## src/rtl/desc_ptr_seq.sv

```systemverilog
module desc_ptr_seq #(
  parameter int PTR_W = 49
) (
  input  logic               clk,
  input  logic               rst_n,
  input  logic               reg_mode,
  input  logic               cmd_start,
  input  logic               cmd_src,
  input  logic               dst_left_zero,
  input  logic               data_pending,
  input  logic [31:0]        src_start_lo,
  input  logic [PTR_W-33:0]  src_start_hi,
  input  logic [31:0]        dst_start_lo,
  input  logic [PTR_W-33:0]  dst_start_hi,
  input  logic [127:0]       src_reg_words,
  input  logic [127:0]       dst_reg_words,
  output logic               rd_req,
  output logic [PTR_W-1:0]   rd_addr,
  input  logic               rd_valid,
  input  logic [31:0]        rd_data,
  output logic               busy,
  output logic               chan_err,
  output logic               src_fetch_err,
  output logic               dst_fetch_err,
  output logic [31:0]        src_cur_lo,
  output logic [PTR_W-33:0]  src_cur_hi,
  output logic [31:0]        dst_cur_lo,
  output logic [PTR_W-33:0]  dst_cur_hi,
  output logic               desc_valid,
  output logic               desc_side,
  output logic [63:0]        desc_addr,
  output logic [29:0]        desc_size,
  output logic               desc_coherent,
  output logic               desc_linked,
  output logic               desc_irq,
  output logic [1:0]         desc_cmd
);

  localparam int HI_W = PTR_W - 32;
  localparam logic [PTR_W-1:0] STEP = PTR_W'(16);

  typedef enum logic [1:0] {S_IDLE, S_CHECK, S_READ} st_t;

  st_t              st;
  logic             side;
  logic [2:0]       beat;
  logic [31:0]      w0, w1, w2, w3, w4;
  logic [PTR_W-1:0] sp, dp;
  logic [127:0]     ow;
  logic             oside, ovalid, err, serr, derr;

  logic [PTR_W-1:0] cur;
  logic [63:0]      link;
  logic             refill;

  assign cur     = side ? dp : sp;
  assign link    = {rd_data, w4};
  assign refill  = dst_left_zero & data_pending & ~reg_mode;

  assign busy    = (st != S_IDLE);
  assign rd_req  = (st == S_READ);
  assign rd_addr = cur + PTR_W'({beat, 2'b00});

  assign chan_err      = err;
  assign src_fetch_err = serr;
  assign dst_fetch_err = derr;
  assign src_cur_lo    = sp[31:0];
  assign src_cur_hi    = sp[PTR_W-1:32];
  assign dst_cur_lo    = dp[31:0];
  assign dst_cur_hi    = dp[PTR_W-1:32];

  assign desc_valid    = ovalid;
  assign desc_side     = oside;
  assign desc_addr     = ow[63:0];
  assign desc_size     = ow[93:64];
  assign desc_coherent = ow[96];
  assign desc_linked   = ow[97];
  assign desc_irq      = ow[98];
  assign desc_cmd      = oside ? 2'b00 : ow[100:99];

  always_ff @(posedge clk) begin
    if (!rst_n) begin
      st     <= S_IDLE;
      side   <= 1'b0;
      beat   <= '0;
      w0     <= '0;
      w1     <= '0;
      w2     <= '0;
      w3     <= '0;
      w4     <= '0;
      sp     <= '0;
      dp     <= '0;
      ow     <= '0;
      oside  <= 1'b0;
      ovalid <= 1'b0;
      err    <= 1'b0;
      serr   <= 1'b0;
      derr   <= 1'b0;
    end else begin
      ovalid <= 1'b0;
      serr   <= 1'b0;
      derr   <= 1'b0;
      case (st)
        S_IDLE: begin
          if (cmd_start) begin
            sp   <= {src_start_hi, src_start_lo};
            dp   <= {dst_start_hi, dst_start_lo};
            err  <= 1'b0;
            side <= 1'b1;
            st   <= S_CHECK;
          end else if (cmd_src) begin
            side <= 1'b0;
            st   <= S_CHECK;
          end else if (refill) begin
            side <= 1'b1;
            st   <= S_CHECK;
          end
        end
        S_CHECK: begin
          if (reg_mode) begin
            ow     <= side ? dst_reg_words : src_reg_words;
            oside  <= side;
            ovalid <= 1'b1;
            st     <= S_IDLE;
          end else if (cur[3:0] != 4'h0) begin
            ow     <= '0;
            oside  <= side;
            ovalid <= 1'b1;
            err    <= 1'b1;
            serr   <= ~side;
            derr   <= side;
            st     <= S_IDLE;
          end else begin
            beat <= '0;
            st   <= S_READ;
          end
        end
        S_READ: begin
          if (rd_valid) begin
            beat <= beat + 3'd1;
            case (beat)
              3'd0: w0 <= rd_data;
              3'd1: w1 <= rd_data;
              3'd2: w2 <= rd_data;
              3'd3: begin
                w3 <= rd_data;
                if (!rd_data[1]) begin
                  ow     <= {rd_data, w2, w1, w0};
                  oside  <= side;
                  ovalid <= 1'b1;
                  st     <= S_IDLE;
                  if (side) dp <= dp + STEP;
                  else      sp <= sp + STEP;
                end
              end
              3'd4: w4 <= rd_data;
              default: begin
                ow     <= {w3, w2, w1, w0};
                oside  <= side;
                ovalid <= 1'b1;
                st     <= S_IDLE;
                if (side) dp <= link[PTR_W-1:0];
                else      sp <= link[PTR_W-1:0];
              end
            endcase
          end
        end
        default: st <= S_IDLE;
      endcase
    end
  end

endmodule

```

## config.mk

```make
export PLATFORM = sky130hd
export DESIGN_NAME = desc_ptr_seq
export DESIGN_NICKNAME = d
export VERILOG_FILES = /design/src/rtl/desc_ptr_seq.sv
export SDC_FILE = /design/constraint.sdc
export NUM_CORES = 1
export LEC_CHECK = 0
export ABC_AREA = 1
export BUFFER_PORTS_ARGS = -buffer_cell sky130_fd_sc_hd__buf_2
export CAP_MARGIN = 15
export CORE_AREA = 2 2 248 250
export DETAILED_ROUTE_END_ITERATION = 6
export DIE_AREA = 0 0 250 252
export GPL_TIMING_DRIVEN = 0
export PLACE_DENSITY = 0.59
export SLEW_MARGIN = 15
export SYNTH_ARGS = -nofsm -noshare
export SYNTH_HDL_FRONTEND = slang
export SYNTH_SLANG_ARGS = --single-unit
export TNS_END_PERCENT = 20
```

## constraint.sdc

```tcl
create_clock -name clk -period 2.85 [get_ports clk]
set_input_delay 0.1425 -clock clk [delete_from_list [all_inputs] [get_ports clk]]
set_output_delay 0.1425 -clock clk [all_outputs]
set_load 0.02 [all_outputs]
```

**After elaboration in Yosys (flattened, before gate mapping)**

Index checks and enable logic that the tools add are counted.

- Bits in registers: 343
- Bits of input ports: 394
- Output and inout port bits: 253
- Word-level logic and storage cells: 121

- Add/sub/neg operators: 4
- Equal/unequal tests: 17
- Muxes and demuxes: 55
- Bitwise logic cells: 7
- Reductions and logical operators: 22

Operators with widths:

| operator | count |
|---|---|
| $mux 49 | 11 |
| $mux 101 | 5 |
| $pmux 101 s2 | 2 |
| $pmux 49 s2 | 4 |
| $add 49x5->49 const B | 2 |
| $add 49x5->49 | 1 |
| $mux 2 | 8 |
| $reduce_and 3->1 | 5 |
| $mux 1 | 14 |
| $ne 2x2->1 const B | 6 |
| $reduce_and 4->1 | 3 |
| $reduce_and 6->1 | 2 |
| $pmux 1 s2 | 5 |
| $mux 3 | 3 |
| $reduce_bool 2->1 | 4 |
| $reduce_or 4->1 | 2 |
| $eq 3x2->1 const B | 2 |
| $ne 3x3->1 const B | 2 |
| $pmux 2 s3 | 1 |
| $pmux 3 s2 | 1 |
| $not 1->1 | 5 |
| $reduce_and 5->1 | 1 |
| $ne 2x1->1 const B | 2 |
| $ne 4x4->1 const B | 1 |
| 12 further kinds | 13 |

**Depth between registers and ports, before layout**

- Depth in word-level cells: 6
- Gate-level depth with buffers: 15
- Depth with buffers taken out: 14

**Worst setup path after synthesis**

OpenSTA, ideal clock, no wires.

- Kind: register to output
- Start point: register side
- End point: output rd_addr[34]
- Arrival: 2.558 ns
- Required time: 2.707 ns
- Path slack: 0.150 ns
- Cell stages (with the launch flop): 13
- Buffers on the path: 4
- Cell sequence: dfxtp_1 -> buf_6 -> buf_6 -> buf_2 -> buf_2 -> o21ai_0 -> ha_1 -> a21oi_1 -> nor2_4 -> nand2_1 -> nor2_1 -> nand2_1 -> xnor2_1

- Word-level cells in the longest chain between the ends: 2

RTL lines:

| element | RTL line | text |
|---|---|---|
| from (decl) | 45 | `logic side;` |
| from (signal assigned) | 84 | `side <= 1'b0;` |
| from (signal assigned) | 109 | `side <= 1'b1;` |
| from (signal assigned) | 112 | `side <= 1'b0;` |
| $mux 49 | 56 | `assign cur = side ? dp : sp;` |
| $add 49x5->49 | 62 | `assign rd_addr = cur + PTR_W'({beat, 2'b00});` |
| to (decl) | 18 | `output logic [PTR_W-1:0] rd_addr,` |

No other way between the ends.

**Worst setup path in the final report**

- Start point: register side
- End point: output rd_addr[20]

The elaborated chain is that of the path after synthesis.

==> impl_metrics.tcl <==
set metrics [dict create \
    status "finished with violations" \
    violations "design-rule violations, negative setup slack" \
    slew_violations 0 \
    synth-adder-area-share 0.00868 \
    timing.fmax_mhz 323 \
    yosysSeqAreaShare 0.323 \
    drive_gt1_frac 0.243 \
    num-fill-cells 6525 \
    syn_avg_cell_area_um2 6.13 \
    areaGrowthSynthToFinish_pct 33.8 \
    cts_tree "done" \
    end_kind "output port" \
    ys_ff_latch 339 \
    path_clk_slew_ps 60 \
    clock_latency_ps 590 \
    max-cap-violations 0 \
    die_w_um 250 \
    finalHoldViolations 0 \
    required_ps 2710 \
    ys.warnings.count 0 \
    hold_class "input pin to flip-flop" \
    syn-num-nets 3841 \
    cts_buffer_depth 3 \
    arrival_ps 2950 \
    start_util 0.350 \
    antenna_found_initial 15 \
    skew_ps 22.3 \
    firstDrtPassIters 7 \
    crit_family "buffers and inverters" \
    ys_top_cells_by_area "dfxtp_1 (32%), nand2_1 (15%), o21ai_0 (11%), nor2_1 (9.6%), a21oi_1 (6.6%)" \
    power.density_nw_per_um2 887 \
    ioPinCount 647 \
    place_congestion 0.991 \
    period_needed_ps 3090 \
    grt_pass1_vias 24800 \
    wl_um 114000 \
    multi_input_area_um2 12500 \
    grt_pass1_wl_um 161000 \
    drt.antenna.violating_nets 0 \
    dp_worst_setup_slack_ps -970 \
    power.leakage_nw 12.4 \
    die_h_um 252 \
    yosysUniqueCellTypes 41 \
    worst_slack_ps -244 \
    cp_cell_sequence "buf_8 -> buf_12 -> buf_12 -> buf_12 -> nand2_4 -> o21ai_4 -> ha_4 -> a21oi_4 -> nor2_4 -> nand2_4 -> nor2_4 -> buf_6 -> nand3_1 -> nor2_1 -> nor2_1 -> buf_4" \
    syn_area_um2 21000 \
    synth_top_area_frac 0.323 \
    finalCritPeriodShare 1.09 \
    max-slew-margin-rel 0.264 \
    vias 26600 \
    drtIter0Drc 2861 \
    dpl.hpwl_um 90100 \
    path_buf_inv 6 \
    grt_setup_unrepaired "true" \
    max_stage_delay_ps 370 \
    synth_top_family_by_area "simple AND/OR/NAND/NOR gates" \
    wl_per_cell_um 23.0 \
    synth.area.mux_share 0 \
    cp_common_cell "buf_12" \
    critPathLaunchType "flip-flop" \
    cp_max_fo 5 \
    synthCells 3433 \
    drc 7 \
    hold_slack_ps 11.6 \
    synth_compound_area_frac 0.197 \
    tightest_slew_ps 1100 \
    htreeDepth 2 \
    grt_overflow 0 \
    peakVddDrop_v 0.000459 \
    grt_use_total 0.344 \
    fin_setup_tns_ps -6190 \
    portBuffers 587 \
    cts_buffers 41 \
    synth-xor-area-share 0.0287 \
    core-area_um2 60100 \
    grt_max_degree 14 \
    fin_nets 4572 \
    dieArea_um2 63000 \
    rows 90 \
    cpMaxStageDelayCell "dfxtp_4" \
    numClockSinks 339 \
    sequential_cell_area_um2 6790 \
    post_drt_via_cell_ratio 5.34 \
    setup_viol_count_final 42 \
    synthSimpleGateAreaFrac 0.329 \
    path_class "flip-flop to output port" \
    cts-root-buf "clkbuf_16" \
    synth_top_area_cell "dfxtp_1" \
]
[state kept, by name, summed over array words and instances (netlist names)]
name,flops
ow,99
w3,5
w4,32
w2,30
desc_side,1
sp,49
side,1
w1,32
dp,49
dst_fetch_err,1
beat,3
src_fetch_err,1
w0,32
st,2
chan_err,1
desc_valid,1
[placed cells by master, fill, tap and decap left out, types with 13 or more instances in the layout]
cell type      netlist  final
nor2_4               4     16
buf_2               66    603
xnor2_1             33     21
xor2_1              36     33
inv_1              216    210
buf_4               99    149
o21ai_0            473    461
nand2_2              7     40
clkbuf_16            0     42
nor2_2              15     28
nor3_1              25     24
nand4_1             39     39
buf_6                5     28
nand3_1            205    197
o21ai_1             38     35
clkbuf_1           110    108
dlygate4sd3_1        0     70
nand2_1            829    787
dfxtp_1            339    335
a21oi_1            277    275
nor2_1             537    512
nor3b_1             16     13
[kinds of logic (layout without fill, tap and decap cells)]
group / Yosys count / in the layout
AO/OA/AOI/OAI: 814 / 814
XOR/XNOR: 69 / 69
adder cells (fa/ha/maj): 14 / 14
buffers and inverters: 509 / 1263
flip-flops: 339 / 339
other: 0 / 11
AND/OR/NAND/NOR: 1688 / 1688
[metal layers]
layer	vias to the layer above	wire, µm	global-route usage
met5	-	46	0
met4	6	6820	0.179
met3	302	10700	0.0601
met2	1435	52000	0.565
met1	12300	44900	0.433
li1	12600	-	-
[synth_stat cells (all sizes together)]
master	number
o21bai	4
a21boi	1
clkbuf	110
ha	13
o21ai	513
xnor2	33
nor2	556
o22ai	3
nand3	206
a21oi	278
o21a	3
a31oi	2
nor3	26
a22oi	3
inv	223
a21o	1
a211oi	1
buf	175
o211ai	4
nand2	837
o41ai	1
nor3b	16
fa	1
dfxtp	339
nand3b	8
xor2	36
clkinv	1
nand4	39
[stage by stage]
| stage | cells | utilization | cell area [µm²] | power [mW] |
|---|---|---|---|---|
| global route | 4974 | 0.468 | 28100 | 26.1 |
| CTS | 4961 | 0.459 | 27600 | 24.3 |
| finish | 4980 | 0.468 | 28200 | 25.0 |
| global placement | 4802 | 0.415 | 25000 | 18.6 |
| detailed placement | 4802 | 0.415 | 25000 | 18.5 |
| floorplan | 3433 | - | 21000 | 13.8 |
[layout make-up]
class,count,area share
flip-flops and latches,339,0.241
well taps,782,0.0348
multi-input cells,2585,0.444
clock inverters,10,0.00382
diodes,11,0.000978
inverters,224,0.0303
plain buffers,284,0.0583
repair buffers,689,0.145
clock buffers,56,0.0413
[path summary, 6_finish.rpt]
| path | start | endpoint | slack, ps | depth (start not counted) |
|---|---|---|---|---|
| setup / recovery | side | rd_addr[20] | -240 | 16 |
| hold / removal | dst_reg_words[65] | ow[65] | 10 | 5 |
| hold reg to reg | ow[52] | ow[52] | 460 | 2 |
| setup reg to reg | beat[0] | dp[27] | -10 | 9 |
[worst reg2reg max path: cells and delay by family (launching register included)]
kind | cells | cell delay (ps)
and+or+nand+nor | 3 | 960
buffers and inverters | 3 | 930
adders and majority gates | 2 | 380
DFF | 1 | 360
AOI/OAI and AO/OA | 1 | 160
[power by group]
part / total [mW] / switching (mW) / internal [mW]
Clock: 5.21 / 2.26 / 2.95
Sequential: 7.30 / 1.60 / 5.70
Combinational: 12.5 / 8.33 / 4.14
Total: 25.0 / 12.2 / 12.8
[repair_timing]
item | CTS | global route
hold buffers | 70 | 0
endpoints found under the hold margin | 109 | 0
endpoints found under the setup margin | 95 | 220
resized for setup | 137 | 140
pin swaps | 21 | 35
buffers inserted | 23 | 9
Note: power is estimated with default switching activity, not from simulation.
